**src/rtl/tag_xfer_pkg.sv**
```systemverilog
package tag_xfer_pkg;
  typedef enum logic [1:0] {
    OP_READ  = 2'd0,
    OP_WRITE = 2'd1,
    OP_FILL  = 2'd2,
    OP_RSVD  = 2'd3
  } op_e;

  typedef enum logic [1:0] {
    ST_IDLE  = 2'd0,
    ST_RUN   = 2'd1,
    ST_DRAIN = 2'd2,
    ST_FIN   = 2'd3
  } st_e;

  localparam int unsigned WORD_W  = 64;
  localparam int unsigned WORD_NB = WORD_W / 8;
  localparam int unsigned TAGB_LG = 5;  // 32 data bytes per tag byte
endpackage

```
**src/rtl/tag_addr_calc.sv**
```systemverilog
module tag_addr_calc
  import tag_xfer_pkg::*;
#(
  parameter int unsigned ADDR_W = 32,
  parameter int unsigned CNT_W  = 7,
  parameter int unsigned ZMIN   = 4,
  parameter int unsigned ZMAX   = 9,
  localparam int unsigned MEM_AW = ADDR_W - TAGB_LG
) (
  input  logic [1:0]        op,
  input  logic [ADDR_W-1:0] addr,
  input  logic [2:0]        bs,
  input  logic [3:0]        zsz,
  output logic [MEM_AW-1:0] base,
  output logic [CNT_W-1:0]  nbytes,
  output logic [5:0]        shift,
  output logic              bad
);
  logic [4:0]        lg;
  logic [ADDR_W-1:0] aligned;

  always_comb begin
    bad = 1'b0;
    lg  = 5'(TAGB_LG);
    unique case (op_e'(op))
      OP_READ, OP_WRITE: begin
        if (bs >= 3'd3 && bs <= 3'd6) lg = 5'(bs) + 5'd2;
        else bad = 1'b1;
      end
      OP_FILL: begin
        if (32'(zsz) >= ZMIN && 32'(zsz) <= ZMAX) lg = 5'(zsz) + 5'd2;
        else bad = 1'b1;
      end
      default: bad = 1'b1;
    endcase
    aligned = addr & ~((ADDR_W'(1) << lg) - ADDR_W'(1));
    base    = aligned[ADDR_W-1:TAGB_LG];
    nbytes  = CNT_W'(1) << (lg - 5'(TAGB_LG));
    shift   = {aligned[7:4], 2'b00};
  end
endmodule

```
**src/rtl/tag_wbyte_sel.sv**
```systemverilog
module tag_wbyte_sel
  import tag_xfer_pkg::*;
#(
  parameter int unsigned CNT_W = 7
) (
  input  logic [1:0]        op,
  input  logic [WORD_W-1:0] wdata,
  input  logic [5:0]        shift,
  input  logic [CNT_W-1:0]  idx,
  output logic [7:0]        wbyte
);
  logic [WORD_W-1:0] slid;
  logic [7:0]        lanes [WORD_NB];

  assign slid = wdata >> shift;

  for (genvar g = 0; g < WORD_NB; g++) begin : g_lane
    assign lanes[g] = slid[8*g +: 8];
  end

  always_comb begin
    if (op_e'(op) == OP_FILL) wbyte = {wdata[3:0], wdata[3:0]};
    else                      wbyte = lanes[idx[2:0]];
  end
endmodule

```
**src/rtl/tag_rd_assemble.sv**
```systemverilog
module tag_rd_assemble
  import tag_xfer_pkg::*;
(
  input  logic              clk,
  input  logic              rst,
  input  logic              clr,
  input  logic              cap,
  input  logic [2:0]        cap_idx,
  input  logic [7:0]        din,
  output logic [WORD_W-1:0] acc
);
  for (genvar g = 0; g < WORD_NB; g++) begin : g_byte
    always_ff @(posedge clk) begin
      if (rst || clr)                  acc[8*g +: 8] <= 8'h00;
      else if (cap && cap_idx == 3'(g)) acc[8*g +: 8] <= din;
    end
  end
endmodule

```
**src/rtl/tag_xfer_unit.sv**
```systemverilog
module tag_xfer_unit
  import tag_xfer_pkg::*;
#(
  parameter int unsigned ADDR_W = 32,
  parameter int unsigned ZMIN   = 4,
  parameter int unsigned ZMAX   = 9,
  localparam int unsigned MEM_AW = ADDR_W - TAGB_LG,
  localparam int unsigned CNT_W  = $clog2((1 << (ZMAX - 3)) + 1)
) (
  input  logic              clk,
  input  logic              rst,
  input  logic              req_valid,
  input  logic [1:0]        req_op,
  input  logic [ADDR_W-1:0] req_addr,
  input  logic [2:0]        req_bs,
  input  logic [3:0]        req_zsz,
  input  logic [63:0]       req_wdata,
  input  logic              req_untagged,
  output logic              busy,
  output logic              done,
  output logic              err,
  output logic [63:0]       rd_data,
  output logic              mem_en,
  output logic              mem_we,
  output logic [MEM_AW-1:0] mem_addr,
  output logic [7:0]        mem_wdata,
  input  logic [7:0]        mem_rdata
);
  st_e               state;
  logic [1:0]        op_q;
  logic [MEM_AW-1:0] base_q;
  logic [CNT_W-1:0]  nb_q;
  logic [CNT_W-1:0]  idx;
  logic [5:0]        shift_q;
  logic [63:0]       wdata_q;
  logic              skip_q;
  logic              bad_q;
  logic              rd_pend;
  logic [2:0]        rd_idx;

  logic [MEM_AW-1:0] c_base;
  logic [CNT_W-1:0]  c_nb;
  logic [5:0]        c_shift;
  logic              c_bad;
  logic              accept;
  logic [63:0]       acc;

  assign accept = req_valid && (state == ST_IDLE);

  tag_addr_calc #(
    .ADDR_W(ADDR_W), .CNT_W(CNT_W), .ZMIN(ZMIN), .ZMAX(ZMAX)
  ) u_calc (
    .op(req_op), .addr(req_addr), .bs(req_bs), .zsz(req_zsz),
    .base(c_base), .nbytes(c_nb), .shift(c_shift), .bad(c_bad)
  );

  tag_wbyte_sel #(.CNT_W(CNT_W)) u_wsel (
    .op(op_q), .wdata(wdata_q), .shift(shift_q), .idx(idx), .wbyte(mem_wdata)
  );

  tag_rd_assemble u_asm (
    .clk(clk), .rst(rst), .clr(accept), .cap(rd_pend),
    .cap_idx(rd_idx), .din(mem_rdata), .acc(acc)
  );

  always_ff @(posedge clk) begin
    if (rst) begin
      state   <= ST_IDLE;
      op_q    <= 2'd0;
      base_q  <= '0;
      nb_q    <= '0;
      idx     <= '0;
      shift_q <= '0;
      wdata_q <= '0;
      skip_q  <= 1'b0;
      bad_q   <= 1'b0;
      rd_pend <= 1'b0;
      rd_idx  <= '0;
      done    <= 1'b0;
      err     <= 1'b0;
      rd_data <= '0;
    end else begin
      done    <= 1'b0;
      err     <= 1'b0;
      rd_pend <= (state == ST_RUN) && (op_e'(op_q) == OP_READ);
      rd_idx  <= idx[2:0];
      unique case (state)
        ST_IDLE: begin
          if (accept) begin
            op_q    <= req_op;
            base_q  <= c_base;
            nb_q    <= c_nb;
            shift_q <= c_shift;
            wdata_q <= req_wdata;
            skip_q  <= req_untagged;
            bad_q   <= c_bad;
            idx     <= '0;
            state   <= (c_bad || req_untagged) ? ST_FIN : ST_RUN;
          end
        end
        ST_RUN: begin
          idx <= idx + CNT_W'(1);
          if (idx == nb_q - CNT_W'(1)) state <= ST_DRAIN;
        end
        ST_DRAIN: state <= ST_FIN;
        ST_FIN: begin
          done    <= 1'b1;
          err     <= bad_q;
          rd_data <= (op_e'(op_q) == OP_READ && !skip_q && !bad_q) ? (acc << shift_q) : 64'd0;
          state   <= ST_IDLE;
        end
        default: state <= ST_IDLE;
      endcase
    end
  end

  assign busy     = (state != ST_IDLE);
  assign mem_en   = (state == ST_RUN);
  assign mem_we   = (state == ST_RUN) && (op_e'(op_q) != OP_READ);
  assign mem_addr = base_q + MEM_AW'(idx);
endmodule

```
**config.mk**
```make
export PLATFORM = sky130hd
export DESIGN_NAME = tag_xfer_unit
export DESIGN_NICKNAME = d
export VERILOG_FILES = /design/src/rtl/tag_xfer_pkg.sv /design/src/rtl/tag_addr_calc.sv /design/src/rtl/tag_wbyte_sel.sv /design/src/rtl/tag_rd_assemble.sv /design/src/rtl/tag_xfer_unit.sv
export SDC_FILE = /design/constraint.sdc
export NUM_CORES = 1
export LEC_CHECK = 0
export BUFFER_PORTS_ARGS = -buffer_cell sky130_fd_sc_hd__buf_2
export CAP_MARGIN = 20
export CORE_MARGIN = 5
export CORE_UTILIZATION = 25
export CTS_BUF_LIST = sky130_fd_sc_hd__clkbuf_8
export DETAILED_ROUTE_END_ITERATION = 16
export PLACE_DENSITY = 0.47
export SYNTH_ARGS = -nofsm -noshare
export SYNTH_HDL_FRONTEND = slang
export SYNTH_HIERARCHICAL = 1
export SYNTH_SLANG_ARGS = --single-unit
```
**constraint.sdc**
```tcl
create_clock -name clk -period 3.4 [get_ports clk]
set_clock_uncertainty 0.15 [all_clocks]
set_input_delay 0.51 -clock clk [delete_from_list [all_inputs] [get_ports clk]]
set_output_delay 0.51 -clock clk [all_outputs]
set_load 0.05 [all_outputs]
```
==> results.rst <==
.. list-table::
   :header-rows: 1

   * - Metric
     - Value
   * - Result of the run
     - finished with violations
   * - Violated checks
     - setup timing
   * - Routed metal-1 wire length
     - 36700 um
   * - Final Hold Slack
     - ~0.07 ns
   * - Worst-path clk slew
     - roughly 0.060 ns
   * - Multiplexer fraction of the synthesized cell area
     - 0.285
   * - Clock buffer count from CTS
     - 49
   * - Max-slew headroom
     - 0.391
   * - Count of nets after finishing
     - 2614
   * - Cell area after synthesis
     - 0.0196 mm2
   * - Wire length on met3
     - 4530 um
   * - Share of final-layout standard cells stronger than drive strength 1
     - 0.332
   * - Metal2 WL
     - 34900 um
   * - Total Routed Length
     - 78500 um
   * - Compound-cell area share of the yosys netlist
     - 0.164
   * - Uppermost routed layer
     - met4
   * - Adder-cell share of the synthesized area
     - 0.0157
   * - Predominant post-synthesis flop cell
     - dfxtp_1
   * - Final sum of negative setup slack
     - -3.77 ns
   * - XOR/XNOR Fraction of Synth Area
     - 0.0188
   * - Via Count
     - about 19000
   * - Detailed-route wire length per cell
     - around 22 um
   * - Maximum number of pins on one net before global-route repair
     - between 150 and 200
   * - Clock latency of the later-clocked register in the worst-skew pair
     - 0.64 ns
   * - Final number of max-transition violations
     - 0
   * - Maxcap violations
     - 0
   * - Commonest non-fill, non-tap cell in the layout
     - nand2_1
   * - Clk sinks
     - 251
   * - Final-layout fill cell count
     - 8149
   * - Start-to-end type of the worst setup path
     - flop to primary output
   * - 1st-pass router iterations
     - 5
   * - Post-Route Utilization
     - 0.320
   * - Horiz. Die Dim
     - 290 um
   * - Required time of the critical path
     - 2.74 ns
   * - Hold Fails Final Rpt
     - 0
   * - Worst IR drop on VDD
     - roughly 240 uV
   * - Port buffer count
     - 216
   * - Global router's overall resource usage
     - 0.178
   * - Placed wire-length estimate
     - 58100 um
   * - Post-route DRC violation count
     - 0
   * - Final estimated routing congestion in global placement
     - between 0.8 and 0.9
   * - Global route overflow
     - 0
   * - Post-Syn Instances
     - about 2200
   * - Io pins
     - 221
   * - Fmax
     - 0.260 GHz
   * - Antenna violations before repair
     - 2
   * - Worst-path maximum fanout
     - 5
   * - DRT antenna net count
     - 0
   * - Routed via count divided by cell count
     - 5.23
   * - Final clock period utilization by the worst path
     - 1.13
   * - CTS max path bufs
     - 3
   * - Cell Count Post-Placement
     - 3361
   * - Starting density of the core
     - 0.252
   * - Hold crit path type
     - input pin to flop
   * - Final Critical Period
     - slightly below 4 ns
   * - Synth Area in Simple Gates
     - 0.194
   * - Pin slew with the least headroom to its limit
     - a little over 0.9 ns
   * - Final worst-path setup slack
     - -0.445 ns
   * - FP Rows
     - 102
   * - 1st-iter DRT viols
     - 1644
   * - Post-route non-filler standard cell count
     - 3558
   * - Main combinational cell family by area after synthesis
     - multiplexers
   * - Core region area
     - roughly 0.077 mm2
   * - Synthesized flop and latch total
     - 251
   * - Sequential fraction of the synthesis area
     - 0.257
   * - Count of distinct cell types in the synthesized netlist
     - 113
   * - Arrival time of the worst setup path
     - 3.18 ns
   * - Area occupied by multi-input gates
     - ~0.014 mm2
   * - Die area
     - 0.0839 mm2
   * - Power density relative to cell area
     - a little under 500 mW/mm2
   * - Final number of setup-violating endpoints
     - 19
   * - Ys async rst share
     - 0
   * - Height of the die
     - 290 um
   * - RSZ-0062 raised after global routing
     - true
   * - Yosys warns
     - 6
   * - Root buffer selected by CTS
     - clkbuf_8
   * - Count of H-tree levels built during CTS
     - 2
   * - TritonCTS clock tree
     - done
   * - Number of enable-type register cells in the synthesized netlist
     - 0
   * - Top library cells by usage in the layout, fill and taps aside
     - 379 x nand2_1, 240 x dfxtp_1, 187 x buf_2
   * - Via count of the first global-routing pass
     - 18400
   * - First-pass GRT wire length
     - between 100000 and 150000 um
   * - Static leakage power
     - 9.66 nW
   * - Sequential standard cell area
     - between 0.005 and 0.006 mm2
   * - Kind of capture point of the worst setup path
     - primary output
   * - Type of origin of the critical path
     - flop
   * - Area growth, synth to finish
     - 26.8%
   * - Per-instance average area after synthesis
     - 8.96 um2
-- final timing paths --
| path | end | slack (ns) | startpoint | cells past startpoint |
|---|---|---|---|---|
| worst min-delay path | base_q[5] | 0.07 | req_addr[10] | 4 |
| worst max-delay path | mem_wdata[6] | -0.44 | shift_q[0] | 10 |
| worst min register to register | rd_data[17] | 0.29 | rd_data[17] | 2 |
| worst max register to register | rd_data[43] | 0.20 | shift_q[1] | 9 |
-- where the power goes --
group,switching (mW),internal (mW),leakage [nW],total [mW]
sequential,0.381,3.20,2.04,3.58
clock,1.49,1.87,0.606,3.36
combinational,3.16,2.13,7.02,5.29
-- cell families (layout without fill, tap and decap cells) --
kind of cell,count (synthesis),count (layout)
other cells,1,5
fa+ha+maj,24,24
mux,381,381
xor+xnor,42,42
compound gates,480,480
buf+inv,230,561
simple gates,774,774
flops,251,251
-- sequential cells by signal, summed over array words and instances, names as in the netlist, 3 cells and up --
| register | count |
|---|---|
| rd_data | 64 |
| u_asm/acc | 64 |
| wdata_q | 64 |
| base_q | 27 |
| idx | 7 |
| nb_q | 7 |
| shift_q | 6 |
| rd_idx | 3 |
-- synthesized netlist by cell type, types with 25 or more instances --
cell | count | area [um2]
xnor2_1 | 26 | 228
and2_1 | 25 | 156
a21oi_1 | 172 | 861
mux4_2 | 109 | 2450
nand2_1 | 384 | 1440
dfxtp_1 | 251 | 5020
nand3_1 | 27 | 135
mux2_2 | 87 | 980
clkbuf_1 | 90 | 338
inv_1 | 32 | 120
o211ai_1 | 29 | 218
o21ai_0 | 52 | 260
buf_2 | 26 | 130
a22oi_1 | 28 | 210
mux2i_1 | 166 | 1660
nor2_1 | 138 | 518
buf_6 | 26 | 293
or3b_2 | 55 | 482
-- area by class of cell --
type | count | area share
Clock inverter | 31 | 0.00969
Multi-Input combinational cell | 1703 | 0.559
Inverter | 38 | 0.00596
Antenna cell | 3 | 0.000303
Clock buffer | 61 | 0.0339
Sequential cell | 251 | 0.204
Tap cell | 1040 | 0.0525
Timing Repair Buffer | 431 | 0.135
-- metrics by stage --
| stage | power, mW | setup WS, ns | area [um2] |
|---|---|---|---|
| 3_5_place_dp | 8.33 | -0.0109 | 21900 |
| 2_1_floorplan | 6.90 | 0.0614 | 19600 |
| 6_report | 12.2 | -0.445 | 24800 |
| 3_3_place_gp | 8.29 | 0.000872 | 21900 |
| 5_1_grt | 12.9 | -0.545 | 24800 |
| 4_1_cts | 12.2 | -0.463 | 24300 |
-- critical path: stages, from the launching register on --
cell and delay (ns):
dfxtp_4 0.40, buf_12 0.13, buf_8 0.12, mux4_2 0.52, and2_1 0.19, a221oi_2 0.28
buf_4 0.18, o31ai_1 0.07, a32oi_1 0.33, o21ai_2 0.16, buf_6 0.18
-- what timing repair did --
item / in CTS / in global routing
resized for setup: 133 / 74
endpoints found under the setup margin: 30 / 30
hold buffers: 66 / 0
setup buffers: 22 / 13
cloned: 1 / 1
pin swaps: 23 / 31
endpoints found under the hold margin: 73 / 0
-- metal layers --
| metal | vias to the layer above | global-route usage |
|---|---|---|
| met1 | 9208 | 0.255 |
| met2 | 602 | 0.276 |
| li1 | 8688 | - |
| met4 | 0 | 0.0542 |
| met5 | - | 0 |
| met3 | 115 | 0.0279 |
Note: power is estimated with default switching activity, not from simulation.
